### src/rtl/coh_line_pkg.sv
package coh_line_pkg;

  typedef enum logic [3:0] {
    ST_NP = 4'd0, ST_I = 4'd1, ST_S = 4'd2, ST_M = 4'd3,
    ST_IS = 4'd4, ST_ISI = 4'd5, ST_IM = 4'd6, ST_IMI = 4'd7,
    ST_IMS = 4'd8, ST_IMSI = 4'd9, ST_SI = 4'd10, ST_MI = 4'd11
  } line_st_e;

  typedef enum logic [1:0] {CPU_LOAD, CPU_FETCH, CPU_STORE, CPU_ATOMIC} cpu_op_e;
  typedef enum logic [1:0] {FW_INV, FW_INV_S, FW_DOWNGRADE, FW_RSVD} fwd_op_e;
  typedef enum logic [1:0] {GR_DATA, GR_DATA_S, GR_DATA_I, GR_PUT_ACK} grant_op_e;
  typedef enum logic [2:0] {
    RQ_GETS, RQ_GET_INSTR, RQ_GETX, RQ_UPGRADE, RQ_PUTS, RQ_PUTX
  } req_op_e;
  typedef enum logic {RS_DATA, RS_INV_ACK} rsp_op_e;
  typedef enum logic [1:0] {PM_INVALID, PM_READ, PM_RW, PM_BUSY} perm_e;
  typedef enum logic [2:0] {EV_NONE, EV_CPU, EV_EVICT, EV_FWD, EV_GRANT} evt_e;

  localparam int REQ_OP_W = $bits(req_op_e);
  localparam int RSP_OP_W = $bits(rsp_op_e);

  typedef struct packed {
    line_st_e nxt;
    logic     req_en;
    req_op_e  req_op;
    logic     rsp_en;
    rsp_op_e  rsp_op;
    logic     rsp_buf;
    logic     done;
    logic     done_st;
  } action_t;

  function automatic logic is_transient(line_st_e st);
    return st >= ST_IS;
  endfunction

  function automatic perm_e perm_of(line_st_e st);
    case (st)
      ST_S:                   return PM_READ;
      ST_M:                   return PM_RW;
      ST_NP, ST_I, ST_SI, ST_MI: return PM_INVALID;
      default:                return PM_BUSY;
    endcase
  endfunction

endpackage

### src/rtl/coh_evt_pick.sv
module coh_evt_pick
  import coh_line_pkg::*;
(
  input  line_st_e st,
  input  logic     grant_v,
  input  logic     fwd_v,
  input  logic     evict_v,
  input  logic     cpu_v,
  output evt_e     evt
);
  logic settled;
  assign settled = !is_transient(st);

  // fixed priority: network grants, then forwarded requests, then local events
  always_comb begin
    if (grant_v)                 evt = EV_GRANT;
    else if (fwd_v)              evt = EV_FWD;
    else if (settled && evict_v) evt = EV_EVICT;
    else if (settled && cpu_v)   evt = EV_CPU;
    else                         evt = EV_NONE;
  end
endmodule

### src/rtl/coh_xition.sv
module coh_xition
  import coh_line_pkg::*;
(
  input  line_st_e  st,
  input  evt_e      evt,
  input  cpu_op_e   cpu_op,
  input  fwd_op_e   fwd_op,
  input  grant_op_e grant_op,
  output action_t   act
);
  logic wr;
  assign wr = (cpu_op == CPU_STORE) || (cpu_op == CPU_ATOMIC);

  always_comb begin
    act = '{nxt: st, req_en: 1'b0, req_op: RQ_GETS, rsp_en: 1'b0,
            rsp_op: RS_DATA, rsp_buf: 1'b0, done: 1'b0, done_st: 1'b0};
    case (evt)
      EV_CPU: begin
        case (st)
          ST_NP, ST_I: begin
            act.req_en = 1'b1;
            if (wr) begin act.req_op = RQ_GETX; act.nxt = ST_IM; end
            else begin
              act.req_op = (cpu_op == CPU_FETCH) ? RQ_GET_INSTR : RQ_GETS;
              act.nxt    = ST_IS;
            end
          end
          ST_S: begin
            if (wr) begin act.req_en = 1'b1; act.req_op = RQ_UPGRADE; act.nxt = ST_IM; end
            else act.done = 1'b1;
          end
          ST_M: begin act.done = 1'b1; act.done_st = wr; end
          default: ;
        endcase
      end
      EV_EVICT: begin
        case (st)
          ST_S: begin act.req_en = 1'b1; act.req_op = RQ_PUTS; act.nxt = ST_SI; end
          ST_M: begin act.req_en = 1'b1; act.req_op = RQ_PUTX; act.nxt = ST_MI; end
          default: act.nxt = ST_NP;
        endcase
      end
      EV_FWD: begin
        case (st)
          ST_M: if (fwd_op == FW_INV || fwd_op == FW_DOWNGRADE) begin
            act.rsp_en = 1'b1;
            act.nxt    = (fwd_op == FW_INV) ? ST_I : ST_S;
          end
          ST_S, ST_IS, ST_IM, ST_SI: if (fwd_op == FW_INV_S) begin
            act.rsp_en = 1'b1;
            act.rsp_op = RS_INV_ACK;
            if (st == ST_S)  act.nxt = ST_I;
            if (st == ST_IS) act.nxt = ST_ISI;
          end else if (st == ST_IM && fwd_op == FW_INV) act.nxt = ST_IMI;
          else if (st == ST_IM && fwd_op == FW_DOWNGRADE) act.nxt = ST_IMS;
          ST_IMS: if (fwd_op == FW_INV_S) act.nxt = ST_IMSI;
          ST_MI: if (fwd_op == FW_INV || fwd_op == FW_DOWNGRADE) begin
            act.rsp_en  = 1'b1;
            act.rsp_buf = 1'b1;
            if (fwd_op == FW_DOWNGRADE) act.nxt = ST_SI;
          end
          default: ;
        endcase
      end
      EV_GRANT: begin
        case (st)
          ST_IS: if (grant_op == GR_DATA || grant_op == GR_DATA_I) begin
            act.done = 1'b1;
            act.nxt  = (grant_op == GR_DATA) ? ST_S : ST_I;
          end
          ST_ISI: if (grant_op == GR_DATA) begin act.done = 1'b1; act.nxt = ST_I; end
          ST_IM: if (grant_op != GR_PUT_ACK) begin
            act.done = 1'b1; act.done_st = 1'b1;
            act.rsp_en = (grant_op != GR_DATA);
            act.nxt = (grant_op == GR_DATA) ? ST_M : (grant_op == GR_DATA_S) ? ST_S : ST_I;
          end
          ST_IMI, ST_IMS, ST_IMSI: if (grant_op == GR_DATA) begin
            act.done = 1'b1; act.done_st = 1'b1; act.rsp_en = 1'b1;
            act.nxt = (st == ST_IMS) ? ST_S : ST_I;
          end
          ST_SI, ST_MI: if (grant_op == GR_PUT_ACK) act.nxt = ST_I;
          default: ;
        endcase
      end
      default: ;
    endcase
  end
endmodule

### src/rtl/coh_msg_slot.sv
module coh_msg_slot #(
  parameter int W = 8
) (
  input  logic         clk,
  input  logic         rst,
  input  logic         load,
  input  logic [W-1:0] din,
  input  logic         ready,
  output logic         valid,
  output logic [W-1:0] dout
);
  always_ff @(posedge clk) begin
    if (rst)        valid <= 1'b0;
    else if (load)  valid <= 1'b1;
    else if (ready) valid <= 1'b0;
  end

  always_ff @(posedge clk) begin
    if (load) dout <= din;
  end

  // a full slot keeps its message until the consumer takes it
  a_r12_slot_hold: assert property (@(posedge clk) disable iff (rst)
    valid && !ready |=> valid && $stable(dout));
  // the controller never loads a slot that is still full
  a_r12_no_overwrite: assert property (@(posedge clk) disable iff (rst)
    load |-> !valid);
endmodule

### src/rtl/coh_line_ctrl.sv
module coh_line_ctrl
  import coh_line_pkg::*;
#(
  parameter int ADDR_W = 32
) (
  input  logic              clk,
  input  logic              rst,
  input  logic [ADDR_W-1:0] line_addr,
  input  logic              cpu_valid,
  input  logic [1:0]        cpu_op,
  output logic              cpu_ready,
  input  logic              evict_valid,
  output logic              evict_ready,
  input  logic              fwd_valid,
  input  logic [1:0]        fwd_op,
  output logic              fwd_ready,
  input  logic              grant_valid,
  input  logic [1:0]        grant_op,
  output logic              grant_ready,
  output logic              req_valid,
  output logic [2:0]        req_op,
  output logic [ADDR_W-1:0] req_addr,
  input  logic              req_ready,
  output logic              ack_valid,
  output logic              ack_op,
  output logic              ack_from_buf,
  output logic [ADDR_W-1:0] ack_addr,
  input  logic              ack_ready,
  output logic              done_valid,
  output logic              done_store,
  output logic [3:0]        line_state,
  output logic [1:0]        line_perm
);
  localparam int REQ_W = REQ_OP_W + ADDR_W;
  localparam int RSP_W = 1 + RSP_OP_W + ADDR_W;

  line_st_e   st_q;
  perm_e      perm_q;
  evt_e       evt;
  action_t    act;
  logic       fire;
  logic [REQ_W-1:0] req_q;
  logic [RSP_W-1:0] rsp_q;

  coh_evt_pick u_pick (
    .st(st_q), .grant_v(grant_valid), .fwd_v(fwd_valid),
    .evict_v(evict_valid), .cpu_v(cpu_valid), .evt(evt)
  );

  coh_xition u_xition (
    .st(st_q), .evt(evt), .cpu_op(cpu_op_e'(cpu_op)),
    .fwd_op(fwd_op_e'(fwd_op)), .grant_op(grant_op_e'(grant_op)), .act(act)
  );

  // a transition fires only when every output slot it writes is empty
  assign fire = (evt != EV_NONE) && (!act.req_en || !req_valid) && (!act.rsp_en || !ack_valid);

  assign cpu_ready   = fire && (evt == EV_CPU);
  assign evict_ready = fire && (evt == EV_EVICT);
  assign fwd_ready   = fire && (evt == EV_FWD);
  assign grant_ready = fire && (evt == EV_GRANT);

  coh_msg_slot #(.W(REQ_W)) u_req_slot (
    .clk(clk), .rst(rst), .load(fire && act.req_en),
    .din({act.req_op, line_addr}), .ready(req_ready), .valid(req_valid), .dout(req_q)
  );

  coh_msg_slot #(.W(RSP_W)) u_rsp_slot (
    .clk(clk), .rst(rst), .load(fire && act.rsp_en),
    .din({act.rsp_buf, act.rsp_op, line_addr}), .ready(ack_ready), .valid(ack_valid), .dout(rsp_q)
  );

  assign req_op       = req_q[ADDR_W +: REQ_OP_W];
  assign req_addr     = req_q[ADDR_W-1:0];
  assign ack_from_buf = rsp_q[RSP_W-1];
  assign ack_op       = rsp_q[ADDR_W];
  assign ack_addr     = rsp_q[ADDR_W-1:0];

  always_ff @(posedge clk) begin
    if (rst) begin
      st_q       <= ST_NP;
      perm_q     <= PM_INVALID;
      done_valid <= 1'b0;
      done_store <= 1'b0;
    end else begin
      done_valid <= fire && act.done;
      done_store <= fire && act.done_st;
      if (fire) begin
        st_q   <= act.nxt;
        perm_q <= perm_of(act.nxt);
      end
    end
  end

  assign line_state = st_q;
  assign line_perm  = perm_q;

  // the first cycle out of reset shows an idle, empty line
  a_r1_reset_idle: assert property (@(posedge clk) disable iff (rst)
    $past(rst) |-> st_q == ST_NP && !req_valid && !ack_valid && !done_valid);
  // local events are never consumed while a transaction is in flight
  a_r2_stall_local: assert property (@(posedge clk) disable iff (rst)
    (st_q >= ST_IS) |-> !cpu_ready && !evict_ready);
  // a miss from an idle line always leaves a request in the slot
  a_r3_miss_sends: assert property (@(posedge clk) disable iff (rst)
    cpu_ready && (st_q == ST_NP || st_q == ST_I) |=> req_valid);
  // a data grant in the store-miss family always completes a store
  a_r9_store_done: assert property (@(posedge clk) disable iff (rst)
    grant_ready && grant_op == 2'd0 &&
    (st_q == ST_IM || st_q == ST_IMI || st_q == ST_IMS || st_q == ST_IMSI)
    |=> done_valid && done_store);
  // write permission is held only in the modified state
  a_r11_rw_only_m: assert property (@(posedge clk) disable iff (rst)
    (perm_q == PM_RW) |-> st_q == ST_M);
  // at most one inbound message is popped per cycle
  a_r12_one_pop: assert property (@(posedge clk) disable iff (rst)
    $onehot0({cpu_ready, evict_ready, fwd_ready, grant_ready}));
endmodule

### config.mk
export PLATFORM = sky130hd
export DESIGN_NAME = coh_line_ctrl
export DESIGN_NICKNAME = d
export VERILOG_FILES = /design/src/rtl/coh_line_pkg.sv /design/src/rtl/coh_evt_pick.sv /design/src/rtl/coh_xition.sv /design/src/rtl/coh_msg_slot.sv /design/src/rtl/coh_line_ctrl.sv
export SDC_FILE = /design/constraint.sdc
export NUM_CORES = 1
export LEC_CHECK = 0
export ABC_AREA = 1
export BUFFER_PORTS_ARGS = -buffer_cell sky130_fd_sc_hd__buf_2
export CAP_MARGIN = 10
export CORE_MARGIN = 2
export CORE_UTILIZATION = 50
export DETAILED_ROUTE_END_ITERATION = 16
export PLACE_DENSITY = 0.77
export SETUP_SLACK_MARGIN = 0.2
export SKIP_CTS_REPAIR_TIMING = 1
export SYNTH_ARGS = -nofsm -noshare
export SYNTH_HDL_FRONTEND = slang
export SYNTH_SLANG_ARGS = --single-unit
### constraint.sdc
create_clock -name clk -period 8.3 [get_ports clk]
set_clock_uncertainty 0.2 [all_clocks]
set_input_delay 1.66 -clock clk [delete_from_list [all_inputs] [get_ports clk]]
set_output_delay 1.66 -clock clk [all_outputs]
set_load 0.01 [all_outputs]
======== Word-level counts from Yosys, hierarchy flattened ========
Index checks and enable logic that the tools add are counted.
storage, ports and cells
  input bits .............................. 46
  flip-flop bits (word level) ............. 79
  output and inout port bits .............. 83
cells by class
  equal/unequal tests ..................... 29
  reductions and logical operators ........ 40
  order comparisons ....................... 1
  muxes and demuxes ....................... 55
operator list
  cell                count
  $mux 4              15
  $pmux 4 s4          2
  $eq 4x4->1 const B  6
  $pmux 4 s2          3
  $pmux 4 s5          1
  $eq 4x2->1 const B  4
  $eq 4x3->1 const B  4
  $mux 2              8
  $pmux 8 s2          1
  $logic_and 1x1->1   14
  $mux 1              12
  $mux 3              4
  $eq 2x2->1 const B  5
  $pmux 1 s2          5
  $eq 4x1->1 const B  2
  $logic_not 4->1     2
  $mux 8              1
  $reduce_or 4->1     2
  $eq 2x1->1 const B  3
  $eq 3x2->1 const B  2
  $pmux 2 s3          1
  $reduce_bool 2->1   3
  $reduce_or 2->1     3
  $logic_not 1->1     5
  other kinds (11)    17

======== Depth between registers and ports, before layout ========
Gate-level depths: netlist of run 1.
  word-level depth ........................ 15
  depth in mapped cells ................... 15
  gate-level depth less buffers ........... 15

======== By module ========
From an unflattened synthesis of run 1, not the netlist that was laid out.
unflattened totals
  cells, all modules ...................... 315
  area, all modules ....................... 3412.0 µm²
by module, submodules not included
  module                     instances  cells each  area each (µm²)  sequential area each (µm²)
  coh_msg_slot (u_req_slot)  1          40          1091.0           1071.0
  coh_msg_slot (u_rsp_slot)  1          39          1061.0           1041.0
  coh_xition                 1          159         779.5            0.0
  coh_line_ctrl              1          68          437.9            160.2
  coh_evt_pick               1          9           42.5             0.0

======== Worst setup path before layout of run 1 ========
No wires, ideal clock.
  path type ............................... input to output
  start ................................... input fwd_valid
  end ..................................... output cpu_ready
  slack ................................... 3733 ps
  stages on the path ...................... 9
  arrival time ............................ 2707 ps
  required time ........................... 6440 ps
  path buffers ............................ 0
  path through ............................ inv_1 -> nor2_1 -> nand2_1 -> nor3_1 -> nor2_4 -> a21oi_4 -> nor2_8 -> inv_6 -> nor2_1
on the way
  longest elaborated chain between the ends .. 9
  elaborated cells between the ends (all ways) .. 16
RTL lines
  item                                             RTL line                               source
  start, declared                                  coh_line_ctrl.sv:14                    input logic fwd_valid,
  $mux 3 *                                         coh_evt_pick.sv:17                     else if (fwd_v) evt = EV_FWD;
  $mux 3 *                                         coh_evt_pick.sv:16                     if (grant_v) evt = EV_GRANT;
  $eq 3x2->1 / $eq 3x1->1 (equally long branches)  coh_xition.sv:17, coh_line_ctrl.sv:58
  $pmux 4 s2                                       coh_xition.sv:17                       case (evt)
  $logic_not 1->1                                  coh_line_ctrl.sv:56                    assign fire = (evt != EV_NONE) && (!act.req_en || !req_valid) && (!act.rsp_en || !ack_valid);
  $logic_or 1x1->1                                 coh_line_ctrl.sv:56
  $logic_and 1x1->1 (2 in a row)                   coh_line_ctrl.sv:56
  $logic_and 1x1->1 *                              coh_line_ctrl.sv:58                    assign cpu_ready = fire && (evt == EV_CPU);
  end, declared                                    coh_line_ctrl.sv:11                    output logic cpu_ready,
Mark *: on every way between the ends. The rest lies on a longest branch, timed or not.

======== Final worst setup path of run 1 ========
  start ................................... input fwd_valid
  end ..................................... output fwd_ready
on the way
  longest elaborated chain between the ends .. 9
  elaborated cells between the ends (all ways) .. 16
RTL lines
  item                                             RTL line             source
  $mux 3 *                                         coh_evt_pick.sv:17
  $mux 3 *                                         coh_evt_pick.sv:16
  $eq 3x2->1 / $eq 3x1->1 (equally long branches)  coh_xition.sv:17
  $pmux 4 s2                                       coh_xition.sv:17
  $logic_not 1->1                                  coh_line_ctrl.sv:56
  $logic_or 1x1->1                                 coh_line_ctrl.sv:56
  $logic_and 1x1->1 (2 in a row)                   coh_line_ctrl.sv:56
  $logic_and 1x1->1 *                              coh_line_ctrl.sv:60  assign fwd_ready = fire && (evt == EV_FWD);
  end, declared                                    coh_line_ctrl.sv:16  output logic fwd_ready,
Marks and branches as above.

==> results.ini, run 1 <==
[global_route]
grt_usage_pct=21.3
antenna_found_initial=0
grt_first_pass_wirelength_um=12300
grt_pass1_vias=2545
grt_max_degree=36
grt-ovfl-total=0

[die]
rows=30
io_pins=129
start_util_pct=51.2
fp.dieW_um=87.0
dieHeight_um=87.0
die-area_um2=7570
coreArea_um2=6720

[finish]
layout.area.seq_um2=2270
multiInputGateArea_um2=1020
diodes=0
instances_no_fill=531
fin_area_um2=4370
drive_gt1_share_pct=39.7
nNetsFinal=497
fill_cells=522
area_growth_pct=26.9
final_core_util_pct=65.0

[sta]
slew_violations=0
finalHoldViolations=0
rsz0062_at_grt=no
fin_crit_ns=5.03
tns_ns=0
fmax_mhz=199
slew_headroom_pct=58.2
worst_slew_pin_slew_ns=0.627
setup_viol=0
period_share_pct=60.5
worst_slack_ns=3.27

[routing]
via_count=2727
route.detailed.drc=0
vias_per_cell=5.14
dr.pass1.iters=4
drt-wirelength-per-cell_um=15.2
drt_iter0_drc=153
wl_um=8060
antenna_left=0

[place]
hpwlAfterDp_um=6130
routabilityCongestion=0.976
placed_area_um2=4160
dp.cells=515
pre_cts_slack_ns=3.32
io_buffers=128

[clocking]
cts_tree=done
cts_buffer_depth=2
clockRootBuffer=clkbuf_8
clkTransAtPathRegs_ns=0.08
ctsHtreeMaxLevel=3
cts.sinks=79
clock_latency_ns=0.33
cts_buffers=9

[synthesis]
synth_compound_area_share_pct=5.20
syn_inst=311
synth.distinct_cells=37
synth_top_family_by_area=simple AND/OR/NAND/NOR gates
synth_area_leaders=edfxtp_1, nand2_1, dfxtp_1, nor2_1, inv_1
ys_seq_elements=79
syn_area_um2=3440
synth_warnings=0
synthXorXnorAreaFrac_pct=0
synthAdderAreaFrac_pct=1.82
ys_seq_area_share_pct=66.0
syn-num-nets=362
synth_top_cell_by_area=edfxtp_1
synth-simple-area-share_pct=22.5
synthMuxAreaShare_pct=0
yosysTopAreaCellShare_pct=60.2
avgSynthCellArea_um2=11.1

[pwr]
p_leak_nw=1.94
cellPowerDensity_nw_per_um2=191
ir_drop_v=0.000111

[setup_path]
crit_type=input pin to primary output
endpoint_kind=primary output
startpoint_type=input pin
cp_max_fo=10
crit_arrival_ns=3.17
crit_required_ns=6.44
ff2ff_path_depth=11

[worst_hold_path]
hold_class=flop to flop
hold_path_depth=2

[job]
max_cap_violations=0

[status]
status=completed

-- layout make-up --
class / count / share of cell area [%]
multi-input combinational: 197 / 23.3
sequential: 79 / 52.0
timing repair buffer: 130 / 15.0
inverter: 29 / 2.61
clock inverter: 7 / 2.00
tap: 80 / 2.29
clock buffer: 9 / 2.83
-- final timing paths --
kind	startpoint	end	slack, ns
worst min register to register	line_perm[0]$_SDFFE_PP0P_	line_perm[0]$_SDFFE_PP0P_	0.28
worst min-delay path	line_perm[0]$_SDFFE_PP0P_	line_perm[0]$_SDFFE_PP0P_	0.28
worst max register to register	line_state[1]$_SDFFE_PP0P_	u_req_slot.dout[30]$_DFFE_PP_	5.37
worst max-delay path	fwd_valid	fwd_ready	3.27
-- cells by family (layout without fill, tap and decap cells) --
| kind of cell | after synthesis | in the layout |
|---|---|---|
| AO/OA/AOI/OAI | 27 | 27 |
| flip-flops | 79 | 79 |
| AND/OR/NAND/NOR | 165 | 165 |
| buffers and inverters | 35 | 175 |
| adder cells (fa/ha/maj) | 5 | 5 |
-- where the power goes --
group          leakage, nW  internal [mW]  switching (mW)
sequential           0.711          0.443         0.00922
combinational         1.13         0.0341          0.0606
clock               0.0996          0.144           0.143
total                 1.94          0.622           0.213
-- cell usage after synthesis, drive strengths merged --
cell type   n
a211oi      1
a21oi      14
buf         5
clkbuf      1
clkinv      1
dfxtp      10
edfxtp     69
ha          5
inv        28
nand2      85
nand3      17
nand3b      1
nand4       6
nor2       47
nor3        6
nor3b       1
nor4        1
o211ai      1
o21ai       8
o21bai      1
o22ai       1
o32a        1
or2         1
-- cell usage in the layout (no fill, tap or decap), drive strengths merged, types with 6 or more instances in the layout --
master / synthesis / final
buf: 5 / 130
nand2: 85 / 85
edfxtp: 69 / 69
nor2: 47 / 47
inv: 28 / 31
nand3: 17 / 17
a21oi: 14 / 14
dfxtp: 10 / 10
clkbuf: 1 / 9
o21ai: 8 / 8
nor3: 6 / 6
nand4: 6 / 6
-- per-stage QoR --
step                      hold slack, ns  power, mW
final                              0.282      0.835
after global routing               0.301      0.869
after CTS                          0.286      0.844
after detailed placement           0.267      0.556
after global placement             0.269      0.553
after floorplan                    0.299      0.518
-- registers in the layout (all words and copies together) (netlist names) --
register and count:
u_rsp_slot.valid 1, done_store 1, u_req_slot.valid 1, line_state 4, u_req_slot.dout 35, done_valid 1, u_rsp_slot.dout 34, line_perm 2
-- per-layer routing --
metal | wire, um | track usage, % | up-vias
met4 | 67 | 6.53 | 0
met2 | 4230 | 38.6 | 146
met1 | 3100 | 24.9 | 1255
met3 | 667 | 5.21 | 4
met5 | 0 | 0 | -
li1 | - | - | 1322
-- worst max-delay path: stages --
cell and delay [ns]:
buf_2 0.09, inv_1 0.08, nor2_1 0.30, nand2_1 0.09
nor3_1 0.29, nor2_4 0.07, a21oi_4 0.21, nor2_8 0.08
inv_6 0.10, nor2_1 0.06, buf_2 0.14
No activity file was read; power rests on OpenSTA's default activity.
==> run 2, diff against run 1 <==
- ABC_AREA: 1 -> 0
- CORE_UTILIZATION: 50 -> 44
- PLACE_DENSITY: 0.77 -> 0.72
- clock period: 8.3 -> 4.2 ns (I/O delays scaled with it)
==> run 2 against run 1 <==
Utilization down 5.5 points. Critical path type is now flop to primary output. Global-route usage down 2.8 points. Largest cell class unchanged. Die area up 9.1%. Highest routed layer unchanged. Flip-flop and latch count unchanged. Area after synthesis down 3.6%. Combinational power up 120%. Routed wire length down 5.7%. First-iteration DRC count down 37%. Critical path depth down 5. Sequential power up 99%. Worst setup slack worse by 2.8 ns.
==> results.ini, run 2 <==
[finish]
final_cell_mix=buf_2, edfxtp_1, nor2_1
final_core_util_pct=59.6  ; -5.5 points
fill_cells=599  ; +15%
largest_reg_flops=35  ; unchanged
diodes=0  ; unchanged
nNetsFinal=422  ; -15%
drive_gt1_share_pct=43.9  ; +4.2 points
final_common_cell=buf_2
multiInputGateArea_um2=950  ; -6.6%
layout.area.seq_um2=2270  ; unchanged
regMostFlops=u_req_slot.dout
area_growth_pct=30.8
instances_no_fill=475  ; -11%
fin_area_um2=4340  ; -0.63%

[sta]
finalHoldViolations=0  ; unchanged
rsz0062_at_grt=no
fin_crit_ns=3.73
slew_headroom_pct=61.5  ; +3.3 points
worst_slew_pin_slew_ns=0.577  ; -0.0498 ns
fmax_mhz=268
hold_ws_ns=0.274  ; -0.00741 ns
tns_ns=0  ; unchanged
slew_violations=0  ; unchanged
worst_slack_ns=0.475  ; -2.80 ns
period_share_pct=88.7
setup_viol=0  ; unchanged

[routing]
antenna_left=0  ; unchanged
wl_um=7590  ; -5.7%
drt-wirelength-per-cell_um=16.0  ; +5.4%
vias_per_cell=5.17  ; +0.72%
route.detailed.drc=0  ; unchanged
dr.pass1.iters=4  ; unchanged
drt_iter0_drc=97  ; -37%
via_count=2457  ; -9.9%

[place]
hpwlAfterDp_um=5700  ; -7.0%
routabilityCongestion=0.889  ; -8.9%
dp.cells=459  ; -11%
pre_cts_slack_ns=0.574  ; -2.74 ns
placed_area_um2=4100  ; -1.4%
io_buffers=128  ; unchanged

[clocking]
ctsHtreeMaxLevel=3  ; unchanged
clkTransAtPathRegs_ns=0.08  ; about the same
clock_latency_ns=0.33  ; about the same
cts.sinks=79  ; unchanged
cts_buffer_depth=2  ; unchanged
cts_buffers=9  ; unchanged
clockRootBuffer=clkbuf_8
cts_tree=done

[synthesis]
synth_area_leaders=edfxtp_1, dfxtp_1, nor2_1, ha_1, nor2b_1
yosysTopAreaCellShare_pct=62.4  ; +2.2 points
synth_edf_count=69  ; unchanged
synth_top_cell_by_area=edfxtp_1
synthMostInstantiatedCell=edfxtp_1
syn-num-nets=288  ; -20%
syn_area_um2=3320  ; -3.6%
synthFlopType=edfxtp_1
ys_seq_elements=79  ; unchanged
synth_warnings=0  ; unchanged
ys_top_cells_by_count=edfxtp_1, nor2_1, inv_1, dfxtp_1
ys_seq_area_share_pct=68.4  ; +2.4 points
syn_inst=237  ; -24%
synthArstFlopShare_pct=0  ; unchanged
avgSynthCellArea_um2=14.0  ; +27%
synth.distinct_cells=59  ; +59%

[setup_path]
crit_required_ns=3.16  ; -3.28 ns
crit_family=simple AND/OR/NAND/NOR gates
startpoint_type=flop
crit_arrival_ns=2.69  ; -0.48 ns
cpPeakStageDelay_ns=0.62  ; +0.32 ns
path_cells=inv_1 -> o211ai_1 -> a21boi_1 -> or4_1 -> nor2_1 -> buf_2
path_buf_inv=2  ; -2
cpMaxStageDelayCell=dfxtp_1
crit_type=flop to primary output
endpoint_kind=primary output
cp_max_fo=11  ; +1

[die]
coreArea_um2=7290  ; +8.5%
rows=31  ; +3.3%
dieHeight_um=90.9  ; +4.5%
io_pins=129  ; unchanged
start_util_pct=45.5  ; -5.7 points
die-area_um2=8260  ; +9.1%
fp.dieW_um=90.9  ; +4.5%

[pwr]
finalPower_mw=1.76  ; +110%
cellPowerDensity_nw_per_um2=406  ; +110%
p_leak_nw=1.73  ; -11%
ir_drop_v=0.000218  ; +95%

[global_route]
grt_usage_pct=18.6  ; -2.8 points
antenna_found_initial=0  ; unchanged
grt_pass1_vias=2286  ; -10%
grt_first_pass_wirelength_um=11800  ; -4.5%
grt-ovfl-total=0  ; unchanged
grt_max_degree=36  ; unchanged

[job]
max_cap_violations=0  ; unchanged

[status]
status=completed

[worst_hold_path]
hold_class=flop to flop

run 2: cells by family (layout without fill, tap and decap cells):
group,count (synthesis),count (layout),share of synthesized area [%]
buf+inv,24,163,3.54
compound gates,48,48,11.6
flops,79,79,68.4
fa+ha+maj,5,5,1.88
mux,2,2,0.603
simple gates,77,77,13.4
xor+xnor,2,2,0.528
run 2: final timing paths:
kind                            cells after the start                        from                       endpoint  slack (ns)
worst max-delay path                                6  line_state[1]$_SDFFE_PP0P_                    grant_ready        0.47
worst min-delay path                                2   line_perm[1]$_SDFFE_PP0P_      line_perm[1]$_SDFFE_PP0P_        0.27
worst max register to register                      7  line_state[1]$_SDFFE_PP0P_  u_req_slot.dout[34]$_DFFE_PP_        0.80
worst min register to register                      2   line_perm[1]$_SDFFE_PP0P_      line_perm[1]$_SDFFE_PP0P_        0.27
run 2: final cells by class:
class,instances,area share (%)
multi-input combinational,134,21.9
tap,99,2.85
timing repair buffer,136,16.4
sequential,79,52.3
inverter,11,0.951
clock inverter,6,2.65
clock buffer,10,2.94
run 2: layer usage:
layer | global-route usage [%] | up-vias | share of wire (%)
met5 | 0 | - | 0
met4 | 6.94 | 0 | 1.9
met3 | 4.59 | 11 | 8.0
met2 | 31.2 | 135 | 50
met1 | 23.2 | 1134 | 40
li1 | - | 1177 | -
run 2: tightest hold or removal path: cells and delay by family, from the launching register on:
family | cells | cell delay (ns)
AOI/OAI and AO/OA | 1 | 0.05
buffers and inverters | 1 | 0.06
DFF | 1 | 0.32
run 2: power by group:
group | total (mW) | leakage, nW | switching, mW | internal (mW)
clock | 0.655 | 0.117 | 0.256 | 0.399
sequential | 0.902 | 0.707 | 0.0209 | 0.881
combinational | 0.207 | 0.904 | 0.120 | 0.0867
==> run 3, diff against run 2 <==
- CORE_MARGIN: 2 -> 3
- CORE_UTILIZATION: 44 -> 45
- CTS_BUF_LIST: not set -> sky130_fd_sc_hd__clkbuf_4
- PLACE_DENSITY: 0.72 -> 0.74
- clock period: 4.2 -> 3.2 ns (I/O delays scaled with it)
==> run 3 against run 2 <==
Routed wire length rose by 6.7%. Clock power increased by 3.4%. Count of clock-buffer cells in the layout shrank 1. Sequential share of layout area fell by 1.8 points. Utilization increased by 5.3 points. Critical path depth is 3 higher. Largest cell class unchanged. Largest power group unchanged.
==> results.ini, run 3 (synthesis gave the netlist of run 2 again) <==
[die]
io_pins=129  ; unchanged
fp.dieW_um=91.9  ; +1.1%
rows=30  ; -3.2%
die-area_um2=8450  ; +2.3%
dieHeight_um=91.9  ; +1.1%
coreArea_um2=6980  ; -4.3%
start_util_pct=47.6  ; +2.0 points

[sta]
slew_violations=0  ; unchanged
setup_viol=0  ; unchanged
slew_headroom_pct=55.4  ; -6.1 points
finalHoldViolations=0  ; unchanged
rsz0062_at_grt=yes
fin_crit_ns=2.98
period_share_pct=93.2
fmax_mhz=335
worst_slew_pin_slew_ns=0.660  ; +0.0833 ns

[setup_path]
r2r_slack_ns=0.64  ; -0.16 ns
critPathLaunch=grant_op[1]
crit_required_ns=2.36  ; -0.80 ns
endpoint_kind=primary output
startpoint_type=input pin
crit_type=input pin to primary output
reg2reg_from=line_state[3]$_SDFFE_PP0P_
cp_max_fo=5  ; -6
crit_arrival_ns=2.14  ; -0.55 ns
ff2ff_path_depth=8  ; +1
r2r-end=u_req_slot.dout[18]$_DFFE_PP_
critPathCapture=grant_ready

[clocking]
ctsHtreeMaxLevel=3  ; unchanged
clkTransAtPathRegs_ns=0.14  ; +0.06 ns
cts_buffers=9  ; unchanged
cts_buffer_depth=2  ; unchanged
cts_tree=done
clockRootBuffer=clkbuf_4
cts.sinks=79  ; unchanged
clock_latency_ns=0.40  ; +0.07 ns

[place]
placed_area_um2=4210  ; +2.6%
hpwlAfterDp_um=6090  ; +6.7%
dp.cells=462  ; +0.65%
routabilityCongestion=0.854  ; -4.0%
io_buffers=128  ; unchanged

[routing]
antenna_left=0  ; unchanged
dr.pass1.iters=4  ; unchanged
drt_iter0_drc=135  ; +39%
route.detailed.drc=0  ; unchanged
vias_per_cell=5.32  ; +2.8%
via_count=2594  ; +5.6%
wl_um=8100  ; +6.7%
drt-wirelength-per-cell_um=16.6  ; +3.8%

[pwr]
finalPower_mw=2.19  ; +24%
ir_drop_v=0.000200  ; -8.1%
cellPowerDensity_nw_per_um2=483  ; +19%
p_leak_nw=1.81  ; +4.7%

[finish]
nNetsFinal=438  ; +3.8%
largest_reg_flops=35  ; unchanged
diodes=0  ; unchanged
regMostFlops=u_req_slot.dout
final_core_util_pct=64.9  ; +5.3 points
instances_no_fill=488  ; +2.7%
fill_cells=543  ; -9.3%
final_common_cell=buf_2
final_cell_mix=buf_2, edfxtp_1, nor2_1, buf_4
area_growth_pct=36.4
drive_gt1_share_pct=50.8  ; +6.9 points
fin_area_um2=4530  ; +4.3%

[worst_hold_path]
hold_class=input pin to flop

[global_route]
grt_first_pass_wirelength_um=12100  ; +2.8%
grt-ovfl-total=0  ; unchanged
antenna_found_initial=0  ; unchanged
grt_usage_pct=18.6  ; +0.035 points
grt_pass1_vias=2352  ; +2.9%
grt_max_degree=34  ; -5.6%

[job]
max_cap_violations=0  ; unchanged

[status]
status=completed

run 3: changes by cell type in the layout (fill, tap and decap cells not counted), moves of 2 or more:
cell	change
buf_12	+3
buf_2	-2
buf_4	+12
buf_8	+2
clkbuf_4	+9
clkbuf_8	-9
dfxtp_1	-4
dfxtp_4	+4
inv_1	-2
nor2_1	-3
nor2_2	+3
run 3: critical path, cell delays in order:
cell	delay, ns
buf_8	0.11
inv_12	0.03
ha_4	0.23
mux2i_2	0.15
o21ai_2	0.09
and3_4	0.19
or4_4	0.45
nor2_2	0.11
buf_2	0.13
run 3: how the worst min path moves through the flow:
stage | start | end | slack, ns | cells after the start
finish | line_addr[1] | u_rsp_slot.dout[1]$_DFFE_PP_ | 0.21 | 1
global route | line_addr[20] | u_req_slot.dout[20]$_DFFE_PP_ | 0.16 | 1
CTS | line_addr[20] | u_req_slot.dout[20]$_DFFE_PP_ | 0.18 | 1
detailed placement | line_perm[1]$_SDFFE_PP0P_ | line_perm[1]$_SDFFE_PP0P_ | 0.27 | 2
global placement | line_perm[1]$_SDFFE_PP0P_ | line_perm[1]$_SDFFE_PP0P_ | 0.27 | 2
floorplan | line_perm[0]$_SDFFE_PP0P_ | line_perm[0]$_SDFFE_PP0P_ | 0.29 | 2
run 3: final cells by class:
class	instances	area, um2	area share [%]
Tap cell	96	120	2.65
Timing Repair Buffer	152	895	19.7
Multi-Input combinational cell	134	1000	22.1
Clock inverter	7	103	2.26
Clock buffer	9	67.6	1.49
Sequential cell	79	2290	50.5
Inverter	11	58.8	1.30
run 3: per-stage QoR:
step | hold WS, ns | setup slack [ns] | setup TNS, ns
3_3_place_gp | 0.274 | 0.0576 | 0
5_1_grt | 0.165 | 0.141 | 0
3_5_place_dp | 0.272 | 0.0124 | 0
2_1_floorplan | 0.286 | 0.131 | 0
4_1_cts | 0.183 | -0.0697 | -0.141
6_report | 0.209 | 0.217 | 0
run 3: layer usage:
layer	vias to the layer above	wire [um]	global-route usage, %
li1	1210	-	-
met1	1237	3140	23.0
met2	127	4190	30.8
met3	20	560	5.41
met4	0	215	7.30
met5	-	0	0
run 3: power breakdown:
group / leakage, nW / switching, mW / internal, mW
Combinational: 1.01 / 0.181 / 0.151
Clock: 0.0928 / 0.350 / 0.328
Sequential: 0.710 / 0.0199 / 1.16
